`src/rtl/rstk_pkg.sv`:
```
package rstk_pkg;
  localparam int unsigned STK_AW    = 4;
  localparam int unsigned STK_DEPTH = 1 << STK_AW;

  typedef logic [STK_AW-1:0] stkPtr_t;

  // strobes handed from control to datapath
  typedef struct packed {
    logic    wrEn;
    stkPtr_t wrAddr;
    logic    rdEn;
    stkPtr_t rdAddr;
  } stkStrobe_t;
endpackage

```
`src/rtl/rstk_ctrl.sv`:
```
module rstk_ctrl
  import rstk_pkg::*;
(
  input  logic       clk,
  input  logic       rstN,
  input  logic       pushReq,
  input  logic       popReq,
  input  logic       ptrLoad,
  input  stkPtr_t    ptrLoadVal,
  output stkStrobe_t strb,
  output stkPtr_t    ptr,
  output logic       ovfPulse,
  output logic       undPulse
);
  localparam int unsigned CNT_W = STK_AW + 1;
  localparam logic [CNT_W-1:0] FULL_CNT = CNT_W'(STK_DEPTH);
  localparam logic [CNT_W-1:0] CNT_ONE = CNT_W'(1);
  localparam stkPtr_t RESET_PTR = '1;
  localparam stkPtr_t PTR_ONE = stkPtr_t'(1);

  logic doPush, doPop, isFull, isEmpty;
  stkPtr_t ptrInc, ptrDec, ptrNext;
  logic [CNT_W-1:0] fill, fillNext;

  // priority: register write, then push, then pop
  always_comb begin
    doPush  = pushReq & ~ptrLoad;
    doPop   = popReq & ~pushReq & ~ptrLoad;
    isFull  = (fill == FULL_CNT);
    isEmpty = (fill == '0);
    ptrInc  = ptr + PTR_ONE;
    ptrDec  = ptr - PTR_ONE;
  end

  always_comb begin
    ptrNext  = ptr;
    fillNext = fill;
    if (ptrLoad) begin
      ptrNext = ptrLoadVal;
    end else if (doPush) begin
      ptrNext = ptrInc;
      if (!isFull) fillNext = fill + CNT_ONE;
    end else if (doPop) begin
      ptrNext = ptrDec;
      if (!isEmpty) fillNext = fill - CNT_ONE;
    end
  end

  // store at old pointer; read at decremented pointer
  always_comb begin
    strb.wrEn   = doPush;
    strb.wrAddr = ptr;
    strb.rdEn   = doPop;
    strb.rdAddr = ptrDec;
  end

  always_ff @(posedge clk or negedge rstN) begin
    if (!rstN) begin
      ptr      <= RESET_PTR;
      fill     <= '0;
      ovfPulse <= 1'b0;
      undPulse <= 1'b0;
    end else begin
      ptr      <= ptrNext;
      fill     <= fillNext;
      ovfPulse <= doPush & isFull;
      undPulse <= doPop & isEmpty;
    end
  end
endmodule

```
`src/rtl/rstk_dpath.sv`:
```
module rstk_dpath
  import rstk_pkg::*;
#(
  parameter int unsigned DATA_W = 16
) (
  input  logic              clk,
  input  logic              rstN,
  input  stkStrobe_t        strb,
  input  logic [DATA_W-1:0] wrData,
  output logic [DATA_W-1:0] rdData
);
  // storage array: not reset
  logic [DATA_W-1:0] mem [STK_DEPTH];

  always_ff @(posedge clk) begin
    if (strb.wrEn) mem[strb.wrAddr] <= wrData;
  end

  always_ff @(posedge clk or negedge rstN) begin
    if (!rstN) begin
      rdData <= '0;
    end else if (strb.rdEn) begin
      rdData <= mem[strb.rdAddr];
    end
  end
endmodule

```
`src/rtl/rstk_top.sv`:
```
module rstk_top
  import rstk_pkg::*;
#(
  parameter int unsigned DATA_W = 16,
  parameter int unsigned REG_W  = 16
) (
  input  logic              clk,
  input  logic              rstN,
  input  logic              pushEn,
  input  logic              popEn,
  input  logic [DATA_W-1:0] pushData,
  input  logic              spWrEn,
  input  logic [REG_W-1:0]  spWrData,
  output logic [DATA_W-1:0] popData,
  output logic [REG_W-1:0]  spRdData,
  output logic              overflow,
  output logic              underflow
);
  stkStrobe_t strb;
  stkPtr_t    ptr;

  rstk_ctrl u_ctrl (
    .clk        (clk),
    .rstN       (rstN),
    .pushReq    (pushEn),
    .popReq     (popEn),
    .ptrLoad    (spWrEn),
    .ptrLoadVal (spWrData[STK_AW-1:0]),
    .strb       (strb),
    .ptr        (ptr),
    .ovfPulse   (overflow),
    .undPulse   (underflow)
  );

  rstk_dpath #(.DATA_W(DATA_W)) u_dpath (
    .clk    (clk),
    .rstN   (rstN),
    .strb   (strb),
    .wrData (pushData),
    .rdData (popData)
  );

  // reserved upper bits read as zero
  generate
    if (REG_W > STK_AW) begin : g_pad
      assign spRdData = {{(REG_W-STK_AW){1'b0}}, ptr};
    end else begin : g_nopad
      assign spRdData = ptr[REG_W-1:0];
    end
  endgenerate
endmodule

```
`config.mk`:
```
export PLATFORM = sky130hd
export DESIGN_NAME = rstk_top
export DESIGN_NICKNAME = d
export VERILOG_FILES = /design/src/rtl/rstk_pkg.sv /design/src/rtl/rstk_ctrl.sv /design/src/rtl/rstk_dpath.sv /design/src/rtl/rstk_top.sv
export SDC_FILE = /design/constraint.sdc
export NUM_CORES = 1
export LEC_CHECK = 0
export CORE_UTILIZATION = 50
export DETAILED_ROUTE_END_ITERATION = 12
export PLACE_DENSITY = 0.71
export SYNTH_ARGS = -nofsm -noshare
export SYNTH_HDL_FRONTEND = slang
export SYNTH_SLANG_ARGS = --single-unit
```
`constraint.sdc`:
```
create_clock -name clk -period 7.5 [get_ports clk]
set_input_delay 1.5 -clock clk [delete_from_list [all_inputs] [get_ports clk]]
set_output_delay 1.5 -clock clk [all_outputs]
set_load 0.01 [all_outputs]
```
-- Word level (Yosys, flattened, before mapping)
Memories as Yosys holds them, arrays and structs flattened. A register that Yosys moved wholly into a read port is not among the register bits.
Cells that the tools add are included.
Widths: inputs -> output; s select.
- register bits after elaboration: 11
- memories: 1
- RAM bits: 256
- input bits: 37
- logic and storage cells: 33
- output and inout bits: 34
- mux-type cells: 9
- reductions and logical operators: 5
- equality and inequality tests: 3
- $add $sub $neg: 4
- bitwise logic cells: 7
- memory list (name ; depth ; width ; read ports ; clocked after memory_dff ; write ports ; line ; text):
    u_dpath.mem ; 16 ; 16 ; 1 ; 1 ; 1 ; rstk_dpath.sv:13 ; logic [DATA_W-1:0] mem [STK_DEPTH];
- operators with widths (kind ; number):
    $mux 5 ; 4
    $mux 4 ; 3
    $add 5x1->5 const B ; 1
    $and 1x1->1 ; 5
    $eq 5x5->1 const B ; 1
    $logic_not 5->1 ; 1
    $sub 5x1->5 const B ; 1
    $add 4x1->4 const B ; 1
    $reduce_and 4->1 ; 1
    $sub 4x1->4 const B ; 1
    $reduce_bool 3->1 ; 1
    $mux 1 ; 2
    $ne 2x1->1 const B ; 1
    $ne 2x2->1 const B ; 1
    $not 1->1 ; 2
    $reduce_bool 2->1 ; 1
    $logic_not 1->1 ; 1

-- Longest topological paths before layout
Gate-level depths: netlist (run 1).
- depth after elaboration: 6
- depth in mapped cells: 10
- gate-level depth less buffers: 7

-- Cells and area by module
Synthesis (run 1) repeated with hierarchy kept, for this count alone.
- cell total of the unflattened synthesis: 542
- area total of the unflattened synthesis: 11367.2 sq um
- by module, submodules not included (module ; area an instance (sq um) ; cells each ; seq. area each (sq um) ; times used):
    rstk_dpath ; 10458.8 ; 452 ; 8087.8 ; 1
    rstk_ctrl ; 814.5 ; 77 ; 280.3 ; 1
    rstk_top ; 93.8 ; 13 ; 0.0 ; 1

-- Worst setup path before layout (run 1)
OpenSTA, ideal clock, no wires.
- path kind: in2reg
- start point: input pushEn
- end point: memory u_dpath.mem[11][0], enable pin
- required time: 7126 ps
- library setup time: 374 ps
- path slack: 4405 ps
- arrival time: 2721 ps
- stages: 6
- path through: buf_2 > nor2b_1 > clkbuf_2 > inv_2 > nor3_1 > and2_1
- cells in the longest elaborated chain, start to end: 3
- RTL lines (what ; line ; text):
    start: declaration ; rstk_top.sv:9 ; input logic pushEn,
    $and 1x1->1 ; rstk_ctrl.sv:27 ; doPush = pushReq & ~ptrLoad;
    $mux 1 ; rstk_dpath.sv:16 ; if (strb.wrEn) mem[strb.wrAddr] <= wrData;
    $mux 1 (not written as such) ; rstk_dpath.sv:16 ;
    end: declaration ; rstk_dpath.sv:13 ;
No other way between the ends.

-- Worst setup path in the final report (run 1)
- start point: register u_ctrl.ptr[0]
- end point: register u_dpath.rdData[8], read port of u_dpath.mem
- cells in the longest elaborated chain, start to end: 1
- RTL lines (what ; line ; text):
    start: declaration ; rstk_ctrl.sv:11 ; output stkPtr_t ptr,
    start signal: assignment ; rstk_ctrl.sv:64 ; ptr <= ptrNext;
    $sub 4x1->4 ; rstk_ctrl.sv:32 ; ptrDec = ptr - PTR_ONE;
    end: declaration ; rstk_dpath.sv:10 ; output logic [DATA_W-1:0] rdData
No other way between the ends.
A chain may end at the register's enable or synchronous reset.

==> results of run 1 <==
==> kinds of logic (layout without fill, tap and decap cells) <==
family	count (synthesis)	in the layout	share of synthesized area, %
and+or+nand+nor	243	243	9.58
DFF	283	283	74.3
AOI/OAI and AO/OA	55	55	3.56
adders and majority gates	7	7	0.777
muxes	51	51	8.36
other	1	12	0.0333
xor gates and xnor gates	10	10	0.844
buffers and inverters	54	111	2.59
==> critical path, cell delays in order (launching register included) <==
cell and delay [ns]:
dfstp_2 0.52, buf_4 0.55, inv_1 0.33, ha_1 0.39, xor2_4 0.18, buf_4 0.78, mux4_2 0.60, mux2_2 0.28
a21oi_1 0.16, o21ai_1 0.07
==> final timing paths <==
check | to | slack, ns | cells past startpoint
setup / recovery | u_dpath.rdData[8]$_DFFE_PN0P_ | 3.48 | 9
hold / removal | u_dpath.rdData[8]$_DFFE_PN0P_ | 0.50 | 2
setup reg to reg | u_dpath.rdData[8]$_DFFE_PN0P_ | 3.48 | 9
hold reg to reg | u_dpath.rdData[8]$_DFFE_PN0P_ | 0.50 | 2
max in group asynchronous | u_ctrl.ptr[2]$_DFFE_PN1P_ | 5.83 | 2
min in group asynchronous | u_ctrl.fill[4]$_DFFE_PN0P_ | 1.35 | 2
==> cells in the mapped netlist (all sizes together) (4+ instances only) <==
library cell	instances	area share, %
nand4	15	0.83
buf	30	1.7
nor3	9	0.44
nand2	155	5.2
o21ai	8	0.36
a21oi	8	0.39
mux4	34	6.8
a22oi	15	1.0
xnor2	8	0.62
dfstp	4	0.93
inv	7	0.23
mux2i	15	1.3
a32oi	15	1.2
clkbuf	17	0.61
nand3	32	1.4
and2	17	0.94
ha	7	0.78
edfxtp	256	68
dfrtp	23	5.1
nor2	6	0.20
==> through the flow <==
stage	setup WS, ns	cell area, um2	std cells	hold slack, ns
4_1_cts	3.34	12900	1052	0.498
2_1_floorplan	4.41	11300	715	0.477
5_1_grt	3.15	12900	1052	0.548
3_5_place_dp	3.02	11900	1002	0.478
6_report	3.48	12900	1052	0.496
3_3_place_gp	3.16	11900	1002	0.485
==> state kept, by name, summed over array words and instances, names as in the netlist <==
| register | flops |
|---|---|
| u_ctrl.fill | 5 |
| u_ctrl.ovfPulse | 1 |
| u_ctrl.ptr | 4 |
| u_ctrl.undPulse | 1 |
| u_dpath.mem | 256 |
| u_dpath.rdData | 16 |
==> report_power, final <==
part	leakage (nW)	switching (mW)	internal (mW)
clock network	0.473	0.566	0.896
registers	2.63	0.0660	1.80
logic	1.33	0.392	0.296
total	4.44	1.02	3.00
==> layout make-up <==
class | instances | area [um2] | area share [%]
clock buffers | 33 | 728 | 5.64
clock inverters | 17 | 240 | 1.86
inverters | 7 | 26.3 | 0.204
multi-input cells | 378 | 2670 | 20.7
flip-flops and latches | 283 | 8370 | 64.9
well taps | 280 | 350 | 2.72
repair buffers | 54 | 520 | 4.03
==> layer usage <==
layer	vias up	routed length (um)	share of wire, %
met1	3114	9650	42
met4	0	413	1.8
met5	-	0	0
met2	236	11500	50
met3	35	1440	6.2
li1	2737	-	-
==> impl_metrics.toml, run 1 <==
[status]
status = "finished, violations left"
violations = "DRC"

[critical_path]
worstPathArrival_ns = 4.42
cp-end-kind = "register"
criticalPathCategory = "register to register"
critPathMaxFanout = 79
worstPathRequired_ns = 7.89
reg2reg_from = "u_ctrl.ptr[0]$_DFFE_PN1P_"
cp-start-kind = "register"
startpoint = "u_ctrl.ptr[0]$_DFFE_PN1P_"

[cells_and_area]
fin_nets = 795
drive_above_1_share_pct = 12.3
antennaDiodeCount = 0
final_cell_mix = "edfxtp_1 (256), nand2_1 (155), clkdlybuf4s50_1 (46)"
syn_to_final_growth_pct = 14.5
fin_util_pct = 58.8
fill_cells = 1594
layout_commonest_cell = "edfxtp_1"

[sta]
hold_violations = 0
max-slew-margin-rel_pct = 27.6
tightestPinTransition_ns = 1.08
setup_tns_ns = 0
setup_viol = 0
period_share_pct = 53.6
period_needed_ns = 4.02
rsz0062_at_grt = "false"
drv_slew = 0
fin_skew_ns = 0.0139
max_freq_ghz = 0.249

[detailed_routing]
drt-total-wl_um = 23000
drc = 6
dr.pass1.iters = 11
vias_per_cell = 5.82
antenna_left = 0
wl_per_cell_um = 21.9
vias = 6122
drt_iter0_markers = 580

[clocking]
cts-buffers-inserted = 27
post_cts_buffers = 0
cts.reportedPaths.clkPinSlew_ns = 0.06
cts-hold-fix-buffers = 0
cts_sinks = 283
cts_resized = 0
tritoncts = "built"
htree_levels = 1
root_buffer = "clkbuf_16"
clkLatencyLatePin_ns = 0.54
clock_path_buffers = 3

[flow_run]
cap_violations = 0

[worst_hold_path]
hp-class = "register to register"
hp-start = "u_dpath.rdData[8]$_DFFE_PN0P_"

[grt]
grt_max_degree = 80
grt-ovfl-total = 0
use_met3_pct = 3.33
grt_use_met1_pct = 27.4
grt_pass1_vias = 6305
grt_pass1_wl_um = 35800
met2_usage_pct = 34.7
antenna_found_initial = 0
top_usage_layer = "met2"
grt_usage_pct = 20.3

[place]
gp_routability_congestion = 0.801
hpwl_um = 13300
io_buffers = 46

[synth]
seq_area_frac_synth_pct = 74.3
synthCells = 704
syn_area_mm2 = 0.0113
avgSynthCellArea_um2 = 16.0
ys.flop_type = "edfxtp_1"
yosys.cell_types.count = 48
synth_edf_count = 256
yosys_warnings = 0
ys_seq_elements = 283
async_reset_ff_share_pct = 9.54

[power]
leakagePower_nw = 4.44
power.density_mw_per_mm2 = 311
finalPower_mw = 4.02
vdd_drop_max_mv = 0.159

[floorplanning]
die_x_um = 152
dieArea_mm2 = 0.0231
die_y_um = 152
coreArea_mm2 = 0.0220
start_util_pct = 51.3
row_count = 54
ios = 71
No activity file was read; power rests on OpenSTA's default activity.
==> inputs of run 2 (changes only) <==
==> constraint.sdc (replaced) <==
create_clock -name clk -period 4.14 [get_ports clk]
set_input_delay 0.828 -clock clk [delete_from_list [all_inputs] [get_ports clk]]
set_output_delay 0.828 -clock clk [all_outputs]
set_load 0.01 [all_outputs]
==> run 2 against run 1 <==
The flow still finishes with violations (DRC). Combinational power grew 86%. Sequential share of layout area decreased by 0.11 points. Flip-flop and latch count unchanged. Critical path type unchanged. Highest routed layer unchanged.
==> impl_metrics.toml, run 2 (synthesis gave the netlist of run 1 again) <==
[status]
status = "finished, violations left"
violations = "DRC"

[power]
power.density_mw_per_mm2 = 535
p_seq_share_pct = 48.9
power.net_switching_mw = 1.83
p_clk_share_pct = 32.6
p_comb_share_pct = 18.5
p_int_mw = 5.08
switching_share_pct = 26.5
leakagePower_nw = 4.49
vdd_drop_max_mv = 0.315

[cells_and_area]
drive_above_1_share_pct = 13.7
multi_input_area_mm2 = 0.00267
final_cell_mix = "edfxtp_1 (256), nand2_1 (155), clkdlybuf4s50_1 (46)"
layout_commonest_cell = "edfxtp_1"
seqCellArea_mm2 = 0.00837
syn_to_final_growth_pct = 14.7
top_register = "u_dpath.mem"
fin_nets = 819
largest_reg_flops = 256
fill_cells = 1576
antennaDiodeCount = 0
top_regs = "u_dpath.mem: 256 flops, u_dpath.rdData: 16 flops, u_ctrl.fill: 5 flops"

[clocking]
cts_sinks = 283
tritoncts = "built"
clock_path_buffers = 3
cts_resized = 0
cts.reportedPaths.clkPinSlew_ns = 0.06
root_buffer = "clkbuf_16"
cts-hold-fix-buffers = 0
cts-buffers-inserted = 28
post_cts_buffers = 0
clkLatencyLatePin_ns = 0.52
htree_levels = 1

[sta]
setup_viol = 0
rsz0062_at_grt = "false"
drv_slew = 0
hold_violations = 0
max-slew-margin-rel_pct = 44.7
period_needed_ns = 3.26
tightestPinTransition_ns = 0.828
period_share_pct = 78.7
max_freq_ghz = 0.307
fin_skew_ns = 0.00856
setup_tns_ns = 0
timing.hold.ws_ns = 0.519

[detailed_routing]
drt-total-wl_um = 24200
dr.pass1.iters = 11
vias_per_cell = 5.85
drt_iter0_markers = 607
drc = 6
wl_per_cell_um = 22.4
antenna_left = 0
vias = 6297

[floorplanning]
die_y_um = 152
dieArea_mm2 = 0.0231
coreArea_mm2 = 0.0220
row_count = 54
start_util_pct = 51.3
die_x_um = 152
ios = 71

[critical_path]
worstReg2RegEnd = "u_dpath.rdData[1]$_DFFE_PN0P_"
startpoint = "u_ctrl.ptr[1]$_DFFE_PN1P_"
reg2reg_slack_ns = 0.88
criticalPathCategory = "register to register"
cp-start-kind = "register"
worstPathArrival_ns = 3.72
worstPathRequired_ns = 4.60
rr_worst_depth = 8
reg2reg_from = "u_ctrl.ptr[1]$_DFFE_PN1P_"
cp-endpoint = "u_dpath.rdData[1]$_DFFE_PN0P_"
cp-end-kind = "register"
critPathMaxFanout = 60

[grt]
grt_usage_pct = 21.1
antenna_found_initial = 0
grt-ovfl-total = 0
grt_pass1_vias = 6345
grt_max_degree = 61
grt_pass1_wl_um = 36700

[worst_hold_path]
hp-class = "register to register"

[flow_run]
cap_violations = 0

[place]
io_buffers = 46
gp_routability_congestion = 0.829
hpwl_um = 14600
## run 2: cell types whose count changed in the layout (fill, tap and decap cells not counted), moves of 2 or more
cell / change
clkbuf_8: -3
buf_4: +23
clkbuf_16: +2
clkinv_1: +4
bufinv_16: -6
clkbuf_1: +6
## run 2: worst min-delay path by stage
stage	slack, ns	startpoint	endpoint	depth (start not counted)
finish	0.52	u_ctrl.fill[4]$_DFFE_PN0P_	u_ctrl.undPulse$_DFF_PN0_	1
global route	0.54	u_dpath.rdData[8]$_DFFE_PN0P_	u_dpath.rdData[8]$_DFFE_PN0P_	2
CTS	0.52	u_ctrl.fill[4]$_DFFE_PN0P_	u_ctrl.undPulse$_DFF_PN0_	1
detailed placement	0.50	u_ctrl.fill[4]$_DFFE_PN0P_	u_ctrl.undPulse$_DFF_PN0_	1
global placement	0.50	u_ctrl.fill[4]$_DFFE_PN0P_	u_ctrl.undPulse$_DFF_PN0_	1
floorplan	0.48	u_ctrl.fill[4]$_DFFE_PN0P_	u_ctrl.undPulse$_DFF_PN0_	1
## run 2: area by class of cell
cell class                      instances  share of cell area, %
Inverter                                7                  0.203
Clock buffer                           38                   5.88
Tap cell                              280                   2.71
Multi-Input combinational cell        378                   20.7
Clock inverter                         13                  0.445
Sequential cell                       283                   64.7
Timing Repair Buffer                   77                   5.36
## run 2: metrics by stage
step,instance area (um2),util (%),setup WS [ns],power [mW],std cells
detailed placement,12100,55.1,0.665,4.72,1025
floorplan,11300,-,1.47,4.22,715
finish,12900,58.9,0.880,6.92,1076
CTS,12900,58.9,0.879,6.97,1076
global placement,12100,55.1,0.776,4.67,1025
global route,12900,58.9,0.679,7.20,1076
## run 2: layer usage
| layer | GRT usage [%] | wire, um |
|---|---|---|
| met5 | 0 | 0 |
| met2 | 36.3 | 12100 |
| met4 | 7.34 | 814 |
| met3 | 2.39 | 1280 |
| met1 | 28.0 | 9920 |
## run 2: power groups by stage
stage / registers (mW) / logic (mW) / clock network [mW]
finish: 3.38 / 1.28 / 2.26
global route: 3.40 / 1.39 / 2.41
CTS: 3.39 / 1.29 / 2.29
detailed placement: 3.44 / 1.28 / 0
global placement: 3.44 / 1.24 / 0
floorplan: 3.43 / 0.790 / 0
## run 2: worst max-delay path, stage by stage, from the launching register on
cell	delay (ns)
dfstp_2	0.63
inv_1	0.12
ha_1	0.30
xor2_4	0.71
buf_4	0.74
mux2i_1	0.22
a32oi_1	0.22
nand4_1	0.12
nand2_1	0.10
==> inputs of run 3 (changes only) <==
==> constraint.sdc (replaced) <==
create_clock -name clk -period 3.4 [get_ports clk]
set_input_delay 0.68 -clock clk [delete_from_list [all_inputs] [get_ports clk]]
set_output_delay 0.68 -clock clk [all_outputs]
set_load 0.01 [all_outputs]
==> run 3 against run 2 <==
Die area is the same. Register-to-register slack worse by 0.32 ns. The run still ends with DRC left. Hold slack worse by 0.0039 ns. Critical endpoint is now spRdData[0]. Design area increased by 0.84%. Clock skew up 0.0010 ns. Flip-flop and latch count did not move. Power grew 26%.
==> impl_metrics.toml, run 3 (synthesis gave the netlist of run 1 again) <==
[flow_run]
cap_violations = 0

[place]
placed_cell_area_mm2 = 0.0121
pre_cts_ws_ns = 0.396
gp_routability_congestion = 0.817
hpwl_um = 14100
io_buffers = 46

[power]
p_clk_share_pct = 34.7
leakagePower_nw = 4.54
power.density_mw_per_mm2 = 670
switching_share_pct = 25.7
power.net_switching_mw = 2.25
p_int_mw = 6.48
p_comb_share_pct = 18.0
p_seq_share_pct = 47.3
vdd_drop_max_mv = 0.453

[clocking]
tritoncts = "built"
htree_levels = 1
cts-hold-fix-buffers = 0
cts.reportedPaths.clkPinSlew_ns = 0.06
cts_sinks = 283
post_cts_buffers = 0
cts_resized = 0
clock_path_buffers = 3
clkLatencyLatePin_ns = 0.54
root_buffer = "clkbuf_16"
cts-buffers-inserted = 28

[sta]
setup_viol = 0
drv_slew = 0
hold_violations = 0
rsz0062_at_grt = "false"
fin_skew_ns = 0.00957
setup_tns_ns = 0
tightestPinTransition_ns = 0.756
period_needed_ns = 3.01
max-slew-margin-rel_pct = 49.6
max_freq_ghz = 0.332
timing.final.ws_setup_ns = 0.389
period_share_pct = 88.6

[grt]
grt_pass1_vias = 6506
grt_pass1_wl_um = 37200
grt_usage_pct = 21.4
grt_max_degree = 74
antenna_found_initial = 0
grt-ovfl-total = 0

[critical_path]
cp-start-kind = "register"
slowest_stage = "clkdlybuf4s50_1"
cp-end-kind = "output pin"
rr_worst_depth = 6
crit_path_cell_trace = "buf_4 -> clkdlybuf4s50_1"
worstPathArrival_ns = 2.33
worstPathRequired_ns = 2.72
critPathMaxFanout = 40
slowest_delay_ns = 0.67
criticalPathCategory = "register to output pin"

[detailed_routing]
drt_iter0_markers = 569
wl_per_cell_um = 22.2
drc = 6
drt-total-wl_um = 23900
dr.pass1.iters = 9
vias = 6204
antenna_left = 0
vias_per_cell = 5.78

[cells_and_area]
seqCellArea_mm2 = 0.00837
final_area_mm2 = 0.0130
multi_input_area_mm2 = 0.00267
drive_above_1_share_pct = 14.1
largest_reg_flops = 256
fill_cells = 1568
top_register = "u_dpath.mem"
antennaDiodeCount = 0
final_cell_mix = "edfxtp_1 (256), nand2_1 (155), clkdlybuf4s50_1 (46)"
fin_nets = 818
syn_to_final_growth_pct = 15.7
layout_commonest_cell = "edfxtp_1"
top_regs = "u_dpath.mem: 256 flops, u_dpath.rdData: 16 flops, u_ctrl.fill: 5 flops"

[floorplanning]
ios = 71
start_util_pct = 51.3
coreArea_mm2 = 0.0220
die_x_um = 152
dieArea_mm2 = 0.0231
row_count = 54
die_y_um = 152

[status]
violations = "DRC"
status = "finished, violations left"

[worst_hold_path]
hp-class = "register to register"
worstHoldPathCells = 1
## run 3: cell count changes in the layout (fill, tap and decap cells not counted)
cell and delta:
clkinv_1 -5, clkbuf_8 +2, clkinv_2 -1, clkinvlp_4 -1, clkinv_4 +1, buf_12 +2
bufinv_16 +3, clkbuf_1 -1, buf_4 -3
## run 3: cell type report
cell class              count  area share, %
clock buffers              39           6.01
clock inverters            10          0.960
inverters                   7          0.202
multi-input cells         378           20.5
flip-flops and latches    283           64.2
well taps                 280           2.69
repair buffers             76           5.45
## run 3: power by group through the flow
stage          registers (mW)  clock network (mW)  logic (mW)
3_5_place_dp             4.20                   0        1.57
3_3_place_gp             4.19                   0        1.52
5_1_grt                  4.14                3.20        1.73
4_1_cts                  4.13                3.07        1.58
2_1_floorplan            4.18                   0       0.962
6_report                 4.13                3.03        1.57
## run 3: routing by layer
layer | share of wire [%] | GRT usage [%]
met1 | 41 | 28.0
met2 | 51 | 36.7
met3 | 5.7 | 3.44
met4 | 3.0 | 7.09
met5 | 0 | 0
## run 3: final timing paths
path                                            start                       endpoint  slack, ns
min reg2reg                u_ctrl.fill[4]$_DFFE_PN0P_      u_ctrl.undPulse$_DFF_PN0_       0.52
max                         u_ctrl.ptr[0]$_DFFE_PN1P_                    spRdData[0]       0.39
max in group asynchronous                        rstN      u_ctrl.ptr[0]$_DFFE_PN1P_       2.52
max reg2reg                 u_ctrl.ptr[1]$_DFFE_PN1P_  u_dpath.rdData[1]$_DFFE_PN0P_       0.56
min in group asynchronous                        rstN     u_ctrl.fill[0]$_DFFE_PN0P_       0.55
min                        u_ctrl.fill[4]$_DFFE_PN0P_      u_ctrl.undPulse$_DFF_PN0_       0.52
## run 3: through the flow
step | hold WS (ns) | utilization [%] | cells | total power [mW]
after floorplan | 0.384 | - | 715 | 5.14
after global placement | 0.498 | 55.2 | 1024 | 5.71
after detailed placement | 0.503 | 55.2 | 1024 | 5.77
after CTS | 0.519 | 59.4 | 1073 | 8.78
after global routing | 0.556 | 59.4 | 1073 | 9.07
final | 0.515 | 59.4 | 1073 | 8.73
## run 3: worst max-delay path, delay by kind of cell, from the launching register on
kind,cells,cell delay (ns)
flip-flops,1,0.52
buffers and inverters,2,1.26
